## src/rtl/sd_pack_pkg.sv

```systemverilog
package sd_pack_pkg;
    typedef enum logic [1:0] {
        ENG_IDLE      = 2'd0,
        ENG_RD_GATHER = 2'd1,
        ENG_WR_FETCH  = 2'd2,
        ENG_WR_SEND   = 2'd3
    } eng_state_t;

    localparam int STAT_W        = 11;
    localparam int STAT_DATA     = 0;
    localparam int STAT_DATA_IRQ = 8;
    localparam int STAT_BLOCK    = 10;

    localparam logic [3:0] MODE_IDENT = 4'h0;
    localparam logic [3:0] MODE_DATA  = 4'h1;
endpackage

```

## src/rtl/sd_word_fifo.sv

```systemverilog
module sd_word_fifo #(
    parameter int DEPTH = 16,
    parameter int WIDTH = 32,
    localparam int AW = $clog2(DEPTH),
    localparam int LW = $clog2(DEPTH + 1)
) (
    input  logic             clk,
    input  logic             rst_n,
    input  logic             push,
    input  logic [WIDTH-1:0] push_data,
    input  logic             pop,
    output logic [WIDTH-1:0] head,
    output logic [LW-1:0]    level
);
    logic [WIDTH-1:0] mem [DEPTH];
    logic [AW-1:0]    rd_ptr, wr_ptr;
    logic             push_ok, pop_ok;

    assign push_ok = push && (level != LW'(DEPTH));
    assign pop_ok  = pop && (level != '0);
    assign head    = (level == '0) ? '0 : mem[rd_ptr];

    function automatic logic [AW-1:0] wrap_inc(input logic [AW-1:0] p);
        return (p == AW'(DEPTH - 1)) ? '0 : p + AW'(1);
    endfunction

    always_ff @(posedge clk) begin
        if (push_ok) mem[wr_ptr] <= push_data;
    end

    always_ff @(posedge clk or negedge rst_n) begin
        if (!rst_n) begin
            rd_ptr <= '0;
            wr_ptr <= '0;
            level  <= '0;
        end else begin
            if (push_ok) wr_ptr <= wrap_inc(wr_ptr);
            if (pop_ok)  rd_ptr <= wrap_inc(rd_ptr);
            if (push_ok && !pop_ok)      level <= level + LW'(1);
            else if (pop_ok && !push_ok) level <= level - LW'(1);
        end
    end
endmodule

```

## src/rtl/sd_byte_lane_ctl.sv

```systemverilog
module sd_byte_lane_ctl
    import sd_pack_pkg::*;
#(
    parameter int DATA_W = 32,
    parameter int DEPTH  = 16,
    parameter int CNT_W  = 19,
    parameter int BSZ_W  = 10,
    localparam int LVL_W  = $clog2(DEPTH + 1),
    localparam int LANES  = DATA_W / 8,
    localparam int LANE_W = $clog2(LANES)
) (
    input  logic              clk,
    input  logic              rst_n,
    input  logic              load,
    input  logic [CNT_W-1:0]  load_cnt,
    input  logic [BSZ_W-1:0]  blk_size,
    input  logic              dir_read,
    input  logic              dir_write,
    input  logic              card_rdy,
    input  logic [7:0]        card_rx_byte,
    input  logic [LVL_W-1:0]  fifo_level,
    input  logic [DATA_W-1:0] fifo_head,
    input  logic              bus_push,
    input  logic              bus_pop,
    output logic              eng_push,
    output logic [DATA_W-1:0] eng_push_data,
    output logic              eng_pop,
    output logic              card_rx_take,
    output logic              card_tx_valid,
    output logic [7:0]        card_tx_byte,
    output logic              set_data,
    output logic              blk_edge,
    output logic              to_data_mode
);
    eng_state_t          state_q, state_d;
    logic [CNT_W-1:0]    rem_cnt;
    logic [BSZ_W-1:0]    blk_left;
    logic [DATA_W-1:0]   word_acc, merged;
    logic [LANE_W-1:0]   lane_idx;
    logic [LANE_W:0]     send_left;
    logic                last_byte, word_done, fifo_full;

    assign fifo_full = (fifo_level == LVL_W'(DEPTH));
    assign last_byte = (rem_cnt == CNT_W'(1));
    assign word_done = (lane_idx == LANE_W'(LANES - 1)) || last_byte;

    always_comb begin
        merged = word_acc;
        merged[{lane_idx, 3'b000} +: 8] = card_rx_byte;
    end

    // next state and outputs
    always_comb begin
        state_d       = state_q;
        card_rx_take  = 1'b0;
        eng_push      = 1'b0;
        eng_pop       = 1'b0;
        card_tx_valid = 1'b0;
        unique case (state_q)
            ENG_IDLE: begin
                if (rem_cnt != '0) begin
                    if (dir_read)       state_d = ENG_RD_GATHER;
                    else if (dir_write) state_d = ENG_WR_FETCH;
                end
            end
            ENG_RD_GATHER: begin
                card_rx_take = card_rdy && !fifo_full && !bus_push;
                eng_push     = card_rx_take && word_done;
                if (card_rx_take && last_byte) state_d = ENG_IDLE;
            end
            ENG_WR_FETCH: begin
                eng_pop = (fifo_level != '0) && !bus_pop;
                if (eng_pop) state_d = ENG_WR_SEND;
            end
            ENG_WR_SEND: begin
                card_tx_valid = 1'b1;
                if (last_byte)                           state_d = ENG_IDLE;
                else if (send_left == (LANE_W + 1)'(1))  state_d = ENG_WR_FETCH;
            end
            default: state_d = ENG_IDLE;
        endcase
    end

    assign eng_push_data = merged;
    assign card_tx_byte  = word_acc[7:0];
    assign set_data      = eng_push || eng_pop || card_tx_valid;
    assign blk_edge      = card_tx_valid && (blk_left == BSZ_W'(1));
    assign to_data_mode  = (card_rx_take || card_tx_valid) && last_byte;

    // state register and datapath
    always_ff @(posedge clk or negedge rst_n) begin
        if (!rst_n) begin
            state_q   <= ENG_IDLE;
            rem_cnt   <= '0;
            blk_left  <= '0;
            word_acc  <= '0;
            lane_idx  <= '0;
            send_left <= '0;
        end else if (load) begin
            state_q  <= ENG_IDLE;
            rem_cnt  <= load_cnt;
            blk_left <= blk_size;
            word_acc <= '0;
            lane_idx <= '0;
        end else begin
            state_q <= state_d;
            if (card_rx_take) begin
                rem_cnt <= rem_cnt - CNT_W'(1);
                if (word_done) begin
                    word_acc <= '0;
                    lane_idx <= '0;
                end else begin
                    word_acc <= merged;
                    lane_idx <= lane_idx + LANE_W'(1);
                end
            end
            if (eng_pop) begin
                word_acc  <= fifo_head;
                send_left <= (LANE_W + 1)'(LANES);
            end
            if (card_tx_valid) begin
                word_acc  <= word_acc >> 8;
                send_left <= send_left - (LANE_W + 1)'(1);
                rem_cnt   <= rem_cnt - CNT_W'(1);
                blk_left  <= (blk_left == BSZ_W'(1)) ? blk_size : blk_left - BSZ_W'(1);
            end
        end
    end
endmodule

```

## src/rtl/sd_fifo_pack_engine.sv

```systemverilog
module sd_fifo_pack_engine
    import sd_pack_pkg::*;
#(
    parameter int DATA_W = 32,
    parameter int DEPTH  = 16,
    parameter int BSZ_W  = 10,
    parameter int BCNT_W = 9,
    localparam int CNT_W = BSZ_W + BCNT_W,
    localparam int LVL_W = $clog2(DEPTH + 1)
) (
    input  logic              clk,
    input  logic              rst_n,
    input  logic              host_wr_en,
    input  logic [DATA_W-1:0] host_wr_data,
    input  logic              host_rd_en,
    output logic [DATA_W-1:0] host_rd_data,
    input  logic              xfer_read,
    input  logic              xfer_write,
    input  logic              cfg_data_irq_en,
    input  logic              cfg_block_irq_en,
    input  logic [BSZ_W-1:0]  blk_size,
    input  logic              blk_cnt_wr,
    input  logic [BCNT_W-1:0] blk_cnt,
    input  logic              stat_clr_en,
    input  logic [STAT_W-1:0] stat_clr_mask,
    output logic [STAT_W-1:0] status,
    input  logic              card_rdy,
    input  logic [7:0]        card_rx_byte,
    output logic              card_rx_take,
    output logic              card_tx_valid,
    output logic [7:0]        card_tx_byte,
    output logic [3:0]        dbg_fsm,
    output logic [LVL_W-1:0]  dbg_level
);
    logic              eng_push, eng_pop, set_data, blk_edge, to_data_mode;
    logic [DATA_W-1:0] eng_push_data;
    logic [CNT_W-1:0]  load_cnt;
    logic [STAT_W-1:0] stat_set, stat_q;
    logic [3:0]        mode_q;

    assign load_cnt = CNT_W'(blk_cnt) * CNT_W'(blk_size);

    sd_word_fifo #(.DEPTH(DEPTH), .WIDTH(DATA_W)) u_fifo (
        .clk       (clk),
        .rst_n     (rst_n),
        .push      (host_wr_en || eng_push),
        .push_data (host_wr_en ? host_wr_data : eng_push_data),
        .pop       (host_rd_en || eng_pop),
        .head      (host_rd_data),
        .level     (dbg_level)
    );

    sd_byte_lane_ctl #(
        .DATA_W(DATA_W), .DEPTH(DEPTH), .CNT_W(CNT_W), .BSZ_W(BSZ_W)
    ) u_eng (
        .clk           (clk),
        .rst_n         (rst_n),
        .load          (blk_cnt_wr),
        .load_cnt      (load_cnt),
        .blk_size      (blk_size),
        .dir_read      (xfer_read),
        .dir_write     (xfer_write),
        .card_rdy      (card_rdy),
        .card_rx_byte  (card_rx_byte),
        .fifo_level    (dbg_level),
        .fifo_head     (host_rd_data),
        .bus_push      (host_wr_en),
        .bus_pop       (host_rd_en),
        .eng_push      (eng_push),
        .eng_push_data (eng_push_data),
        .eng_pop       (eng_pop),
        .card_rx_take  (card_rx_take),
        .card_tx_valid (card_tx_valid),
        .card_tx_byte  (card_tx_byte),
        .set_data      (set_data),
        .blk_edge      (blk_edge),
        .to_data_mode  (to_data_mode)
    );

    always_comb begin
        stat_set                = '0;
        stat_set[STAT_DATA]     = set_data;
        stat_set[STAT_DATA_IRQ] = set_data && cfg_data_irq_en;
        stat_set[STAT_BLOCK]    = blk_edge && cfg_block_irq_en;
    end

    always_ff @(posedge clk or negedge rst_n) begin
        if (!rst_n) begin
            stat_q <= '0;
            mode_q <= MODE_IDENT;
        end else begin
            stat_q <= (stat_q & ~(stat_clr_en ? stat_clr_mask : '0)) | stat_set;
            if (to_data_mode) mode_q <= MODE_DATA;
        end
    end

    assign status  = stat_q;
    assign dbg_fsm = mode_q;
endmodule

```

## config.mk

```make
export PLATFORM = sky130hd
export DESIGN_NAME = sd_fifo_pack_engine
export DESIGN_NICKNAME = d
export VERILOG_FILES = /design/src/rtl/sd_pack_pkg.sv /design/src/rtl/sd_word_fifo.sv /design/src/rtl/sd_byte_lane_ctl.sv /design/src/rtl/sd_fifo_pack_engine.sv
export SDC_FILE = /design/constraint.sdc
export NUM_CORES = 1
export LEC_CHECK = 0
export ABC_CLOCK_PERIOD_IN_PS = 11430
export BUFFER_PORTS_ARGS = -buffer_cell sky130_fd_sc_hd__buf_2
export CORE_MARGIN = 5
export CORE_UTILIZATION = 55
export DETAILED_ROUTE_END_ITERATION = 7
export PLACE_DENSITY_LB_ADDON = 0.15
export SYNTH_ARGS = -nofsm -noshare
export SYNTH_HDL_FRONTEND = slang
export SYNTH_SLANG_ARGS = --single-unit
```

## constraint.sdc

```tcl
create_clock -name clk -period 11.43 [get_ports clk]
set_input_delay 0.5715 -clock clk [delete_from_list [all_inputs] [get_ports clk]]
set_output_delay 0.5715 -clock clk [all_outputs]
set_load 0.02 [all_outputs]
```

* Word-level counts from Yosys, hierarchy flattened *
Memory sizes are Yosys's and may differ from the RTL's.
Index checks and enable logic that the tools add are counted.
W data, S select, Z words.

word-level totals
  bits in writable memories = 512
  memories kept = 1
  bits in registers = 93

memories
  name        depth  bits a word  rd ports  clocked after memory_dff  write ports  RTL line            text
  u_fifo.mem  16     32           1         0                         1            sd_word_fifo.sv:15  logic [WIDTH-1:0] mem [DEPTH];

cells by class
  bitwise operators = 4
  equal/unequal tests = 16
  add/subtract/negate cells = 9
  $mul = 1
  mux-type cells = 39
  shift operators = 2
  reductions and logical operators = 36

operator list
  kind                      count
  $mux W32                  7
  $mux W19                  3
  $bwmux W32                1
  $shift A8 B7 Y32 const A  1
  $shiftx A8 B7 Y32         1
  $mux W10                  3
  $mux W2                   11
  $eq A19 B1 Y1 const B     1
  $mul A9 B10 Y19           1
  $reduce_bool A19 Y1       1
  $sub A19 B1 Y19 const B   1
  $logic_and A1 B1 Y1       13
  $and A11 B11 Y11          1
  $mux W11                  1
  $not A11 Y11              1
  $or A11 B11 Y11           1
  $eq A10 B1 Y1 const B     1
  $mux W5                   2
  $sub A10 B1 Y10 const B   1
  $ne A3 B2 Y1 const B      3
  $add A4 B1 Y4 const B     2
  $eq A4 B4 Y1 const B      2
  $mux W4                   2
  $pmux W2 S4               1
  25 further kinds          45

* Depth between registers and ports, before layout *
  depth in word-level cells = 12
  depth in mapped cells = 17
  gate-level depth less buffers = 16

* Cells and area by module *
A second synthesis with hierarchy kept.

second synthesis, totals
  cell total of the unflattened synthesis = 1,926
  area total of the unflattened synthesis = 28,929.0 sq um

by module, submodules not included
  module               times used  sequential area each (sq um)  cells an instance  area an instance (sq um)
  sd_word_fifo         1           15,700.1                      964                20,624.8
  sd_byte_lane_ctl     1           1,701.6                       550                4,611.9
  sd_fifo_pack_engine  1           300.3                         412                3,692.3

* Least setup slack after synthesis *
Ideal clock, no wire load.

  path type = input to register
  start = in host_wr_en
  end = mem u_fifo.mem[7][0] (enable)
  setup slack = 6,735 ps
  arrival time = 4,228 ps
  stages = 8
  path buffers = 1
  cells stage by stage = clkbuf_1 -> nand2b_1 -> a21oi_1 -> nand2b_1 -> inv_1 -> o22ai_1 -> a211o_1 -> nor3b_1

on the way
  cells in the longest elaborated chain, start to end = 8

ends and longest elaborated chain
  item                               RTL line                   text
  start: declaration                 sd_fifo_pack_engine.sv:13  input logic host_wr_en,
  $logic_not A1 Y1                   sd_byte_lane_ctl.sv:67     card_rx_take = card_rdy && !fifo_full && !bus_push;
  $logic_and A1 B1 Y1                sd_byte_lane_ctl.sv:67
  $logic_and A1 B1 Y1                sd_byte_lane_ctl.sv:68     eng_push = card_rx_take && word_done;
  $mux W1                            sd_byte_lane_ctl.sv:59     unique case (state_q)
  $logic_or A1 B1 Y1 (*)             sd_fifo_pack_engine.sv:46  .push (host_wr_en || eng_push),
  $logic_and A1 B1 Y1 (*)            sd_word_fifo.sv:19         assign push_ok = push && (level != LW'(DEPTH));
  $mux W1 (*)                        sd_word_fifo.sv:28         if (push_ok) mem[wr_ptr] <= push_data;
  $mux W1 (not written as such) (*)  sd_word_fifo.sv:28
  end: declaration                   sd_word_fifo.sv:15

Mark *: on every way between the ends. The rest lies on a longest branch, timed or not.

* Worst setup path in the final report *
  start = reg u_fifo.rd_ptr[0]
  end = out host_rd_data[20]

on the way
  cells in the longest elaborated chain, start to end = 2

ends and longest elaborated chain
  item                      RTL line                   text
  start: declaration        sd_word_fifo.sv:16         logic [AW-1:0] rd_ptr, wr_ptr;
  start signal: assignment  sd_word_fifo.sv:38         if (pop_ok) rd_ptr <= wrap_inc(rd_ptr);
  $mem_v2 Z16 W32           n/a
  $mux W32                  sd_word_fifo.sv:21         assign head = (level == '0) ? '0 : mem[rd_ptr];
  end: declaration          sd_fifo_pack_engine.sv:16  output logic [DATA_W-1:0] host_rd_data,

No other way between the ends.

==> metrics.cfg <==
[place]
place_hpwl_um=43700
dpl.cell_count=2565
port_buffers=139
place_congestion=0.881

[synthesis]
synth_edf_count=512
yosys.area.top_type=edfxtp_1
syn_area_sq_mm=0.0282
synth_top_area_frac=0.545
ys_dominant_reg_cell=edfxtp_1
yosysUniqueCellTypes=67
async_flop_share=0.154
syn_inst=1808
ys_seq_area_frac=0.627
ys_warn_count=0
ys_top_cells_by_area=edfxtp_1, mux4_2, dfrtp_1
ys_ff_latch=605
avgSynthCellArea_sq_um=15.6

[pwr]
seq_power_share=0.381
internal_power_mw=5.01
combPwrFrac=0.363
powerDensity_mw_per_mm2=244
p_clk_frac=0.256
p_sw_frac=0.351
p_leak_nw=11.5
power.switching_mw=2.71
power.total_mw=7.72
ir_drop_uv=192

[grt]
track_usage=0.254
grt_max_degree=64
grt_pass1_wl_um=107000
antenna_found_initial=2
grt_pass1_vias=16900
gr-total-overflow=0

[floorplanning]
initial_core_util=0.552
rows=83
die_h_um=237
die-area_sq_mm=0.0559
core_area_sq_mm=0.0511
pin_count=143
die_w_um=237

[route]
drt-initial-drc-count=1713
drtAntennaViolNets=0
drc=0
vias=16600
firstDrtPassIters=5
vias_per_cell=6.22
wl_per_cell_um=26.6
drt-total-wl_um=71100

[sta]
period_minus_slack_ps=5140
worst_slew_pin_slew_ps=1140
maxSlewViolCount=0
period_share=0.450
holdWs_ps=141
relSlewSlack=0.234
timing.fmax_mhz=195
fin_setup_tns_ps=0
finalHoldViolCount=0
skew_ps=22.6
finalSetupViolations=0
rsz0062_at_grt=false

[worst_setup_path]
cpMostUsedCell=buf_4
worstSetupStartpointType=register
critPathKind=register to output pin
arrival_ps=4570
cpPeakStageDelay_ps=820
path_max_fanout=39
worstSetupEndpointType=output pin
rrSetupSlack_ps=7110
path_cells=buf_4 > buf_4 > mux4_2 > a22o_1 > a221oi_1 > nor2_1 > buf_2
crit_slowest_cell=dfrtp_4
required_ps=10860

[flow_run]
max-cap-violations=0

[clock_tree]
root_buffer=clkbuf_16
tritoncts=built
ctsHoldBuffers=1
clk_pin_slew_worst_paths_ps=60
clk_latency_ps=620
h-tree-depth=2
post_cts_resized=0
clock-sinks=605
clk_path_buf_depth=3
cts_made_buffers=60
cts_setup_buffers=0

[final_layout]
final_nets=2147
drive_above_1_share=0.246
instances_no_fill=2675
area_delta_synth_final_pct=12.1
fillers=3810

[outcome]
outcome=complete, no violations

[worst_hold_path]
hp-class=input pin to register

==> metrics by stage <==
step	instance area, sq um	util	worst slack, ps
4_1_cts	31600	0.619	6160
3_5_place_dp	29700	0.581	6650
3_3_place_gp	29700	0.581	6680
6_report	31600	0.619	6290
5_1_grt	31600	0.619	5930
2_1_floorplan	28200	-	6730
==> registers in the layout, indices dropped and copies added (netlist names), 3 cells and up <==
name / count
u_eng.send_left: 3
u_fifo.mem: 512
u_fifo.rd_ptr: 4
u_fifo.level: 5
status: 11
u_eng.blk_left: 10
u_eng.word_acc: 32
u_eng.rem_cnt: 19
u_fifo.wr_ptr: 4
==> routing by layer <==
metal / global-route usage / part of all wire / vias to the layer above
met5: 0 / 0.00018 / -
met4: 0.0691 / 0.028 / 2
met3: 0.0578 / 0.085 / 133
met2: 0.404 / 0.48 / 736
met1: 0.360 / 0.41 / 8585
li1: - / - / 7179
==> cells in the final DEF (no fill, tap or decap), types with 5 or more instances in the layout <==
| master | synthesis | routed |
|---|---|---|
| nand2_1 | 120 | 120 |
| a211oi_2 | 22 | 22 |
| nand4_1 | 5 | 5 |
| and4_2 | 0 | 8 |
| inv_1 | 126 | 126 |
| nor3b_2 | 1 | 5 |
| clkbuf_8 | 0 | 7 |
| clkbuf_1 | 63 | 17 |
| dfrtp_1 | 93 | 91 |
| nor2b_1 | 14 | 12 |
| a21boi_0 | 8 | 8 |
| edfxtp_1 | 512 | 512 |
| a211oi_1 | 11 | 10 |
| ha_1 | 60 | 60 |
| and2_1 | 62 | 58 |
| a221oi_1 | 24 | 24 |
| nor3_1 | 14 | 14 |
| mux4_2 | 135 | 135 |
| xor2_1 | 11 | 11 |
| xnor2_1 | 24 | 24 |
| bufinv_16 | 0 | 6 |
| a21oi_1 | 54 | 54 |
| nor4_1 | 7 | 7 |
| mux2_2 | 33 | 33 |
| clkinv_2 | 0 | 7 |
| fa_1 | 58 | 58 |
| a21o_1 | 10 | 10 |
| a22o_1 | 25 | 25 |
| buf_2 | 20 | 138 |
| or4_1 | 6 | 6 |
| clkinv_1 | 0 | 7 |
| nor2_1 | 54 | 52 |
| mux2i_1 | 5 | 5 |
| a22oi_1 | 11 | 11 |
| nand3_1 | 16 | 16 |
| o21ai_0 | 84 | 84 |
| nand2b_1 | 5 | 5 |
| o22ai_1 | 29 | 29 |
| clkbuf_16 | 0 | 61 |
| buf_4 | 13 | 43 |
==> critical path, delay by kind of cell (launching register included) <==
kind                   cells  cell delay [ps]
buffers and inverters      3             1570
AOI/OAI and AO/OA          2              850
DFF                        1              820
muxes                      1              580
and+or+nand+nor            1               80
==> cell usage after synthesis, types with 7 or more instances <==
cell type and count:
nor2_1 54, a22o_1 25, a221oi_1 24, inv_1 126
a211oi_2 22, xnor2_1 24, nand3_1 16, mux4_2 135
nor4_1 7, a21oi_1 54, mux2_2 33, a22oi_1 11
and2_1 62, fa_1 58, a21boi_0 8, and4_1 8
dfrtp_1 93, clkbuf_1 63, ha_1 60, buf_2 20
nor3_1 14, a21o_1 10, edfxtp_1 512, o22ai_1 29
nand2_1 120, nor2b_1 14, xor2_1 11, a211oi_1 11
buf_4 13, o21ai_0 84
==> path summary, 6_finish.rpt <==
kind	from	end	cells past startpoint
worst min-delay path	stat_clr_mask[4]	status[4]	2
max in group asynchronous	rst_n	u_fifo.rd_ptr[1]	3
worst max-delay path	u_fifo.rd_ptr[0]	host_rd_data[20]	7
worst max register to register	u_fifo.rd_ptr[0]	u_eng.word_acc[20]	8
min in group asynchronous	rst_n	status[5]	2
worst min register to register	status[0]	status[0]	1
==> power by group through the flow <==
stage | combinational [mW] | clock (mW) | sequential, mW
2_1_floorplan | 2.03 | 0 | 2.88
3_3_place_gp | 2.76 | 0 | 2.97
3_5_place_dp | 2.79 | 0 | 2.99
4_1_cts | 2.81 | 2.00 | 2.94
5_1_grt | 3.02 | 2.09 | 2.97
6_report | 2.80 | 1.97 | 2.94
==> cells by family (layout without fill, tap and decap cells) <==
| family | Yosys count | in the layout | synth area share |
|---|---|---|---|
| simple gates | 335 | 335 | 0.0615 |
| flops | 605 | 605 | 0.627 |
| xor+xnor | 35 | 35 | 0.0109 |
| compound gates | 309 | 309 | 0.0752 |
| mux | 173 | 173 | 0.123 |
| buf+inv | 232 | 416 | 0.0346 |
| fa+ha+maj | 118 | 118 | 0.0677 |
| other cells | 1 | 4 | 0.000133 |
==> layout make-up <==
class / instances / area, sq um / share of cell area
flip-flops and latches: 605 / 17700 / 0.560
multi-input cells: 973 / 9610 / 0.304
clock inverters: 23 / 280 / 0.00886
repair buffers: 182 / 1020 / 0.0323
clock buffers: 85 / 1690 / 0.0533
diodes: 1 / 2.50 / 0.0000791
well taps: 680 / 851 / 0.0269
inverters: 126 / 473 / 0.0149
Power figures use the tool's default switching activity.
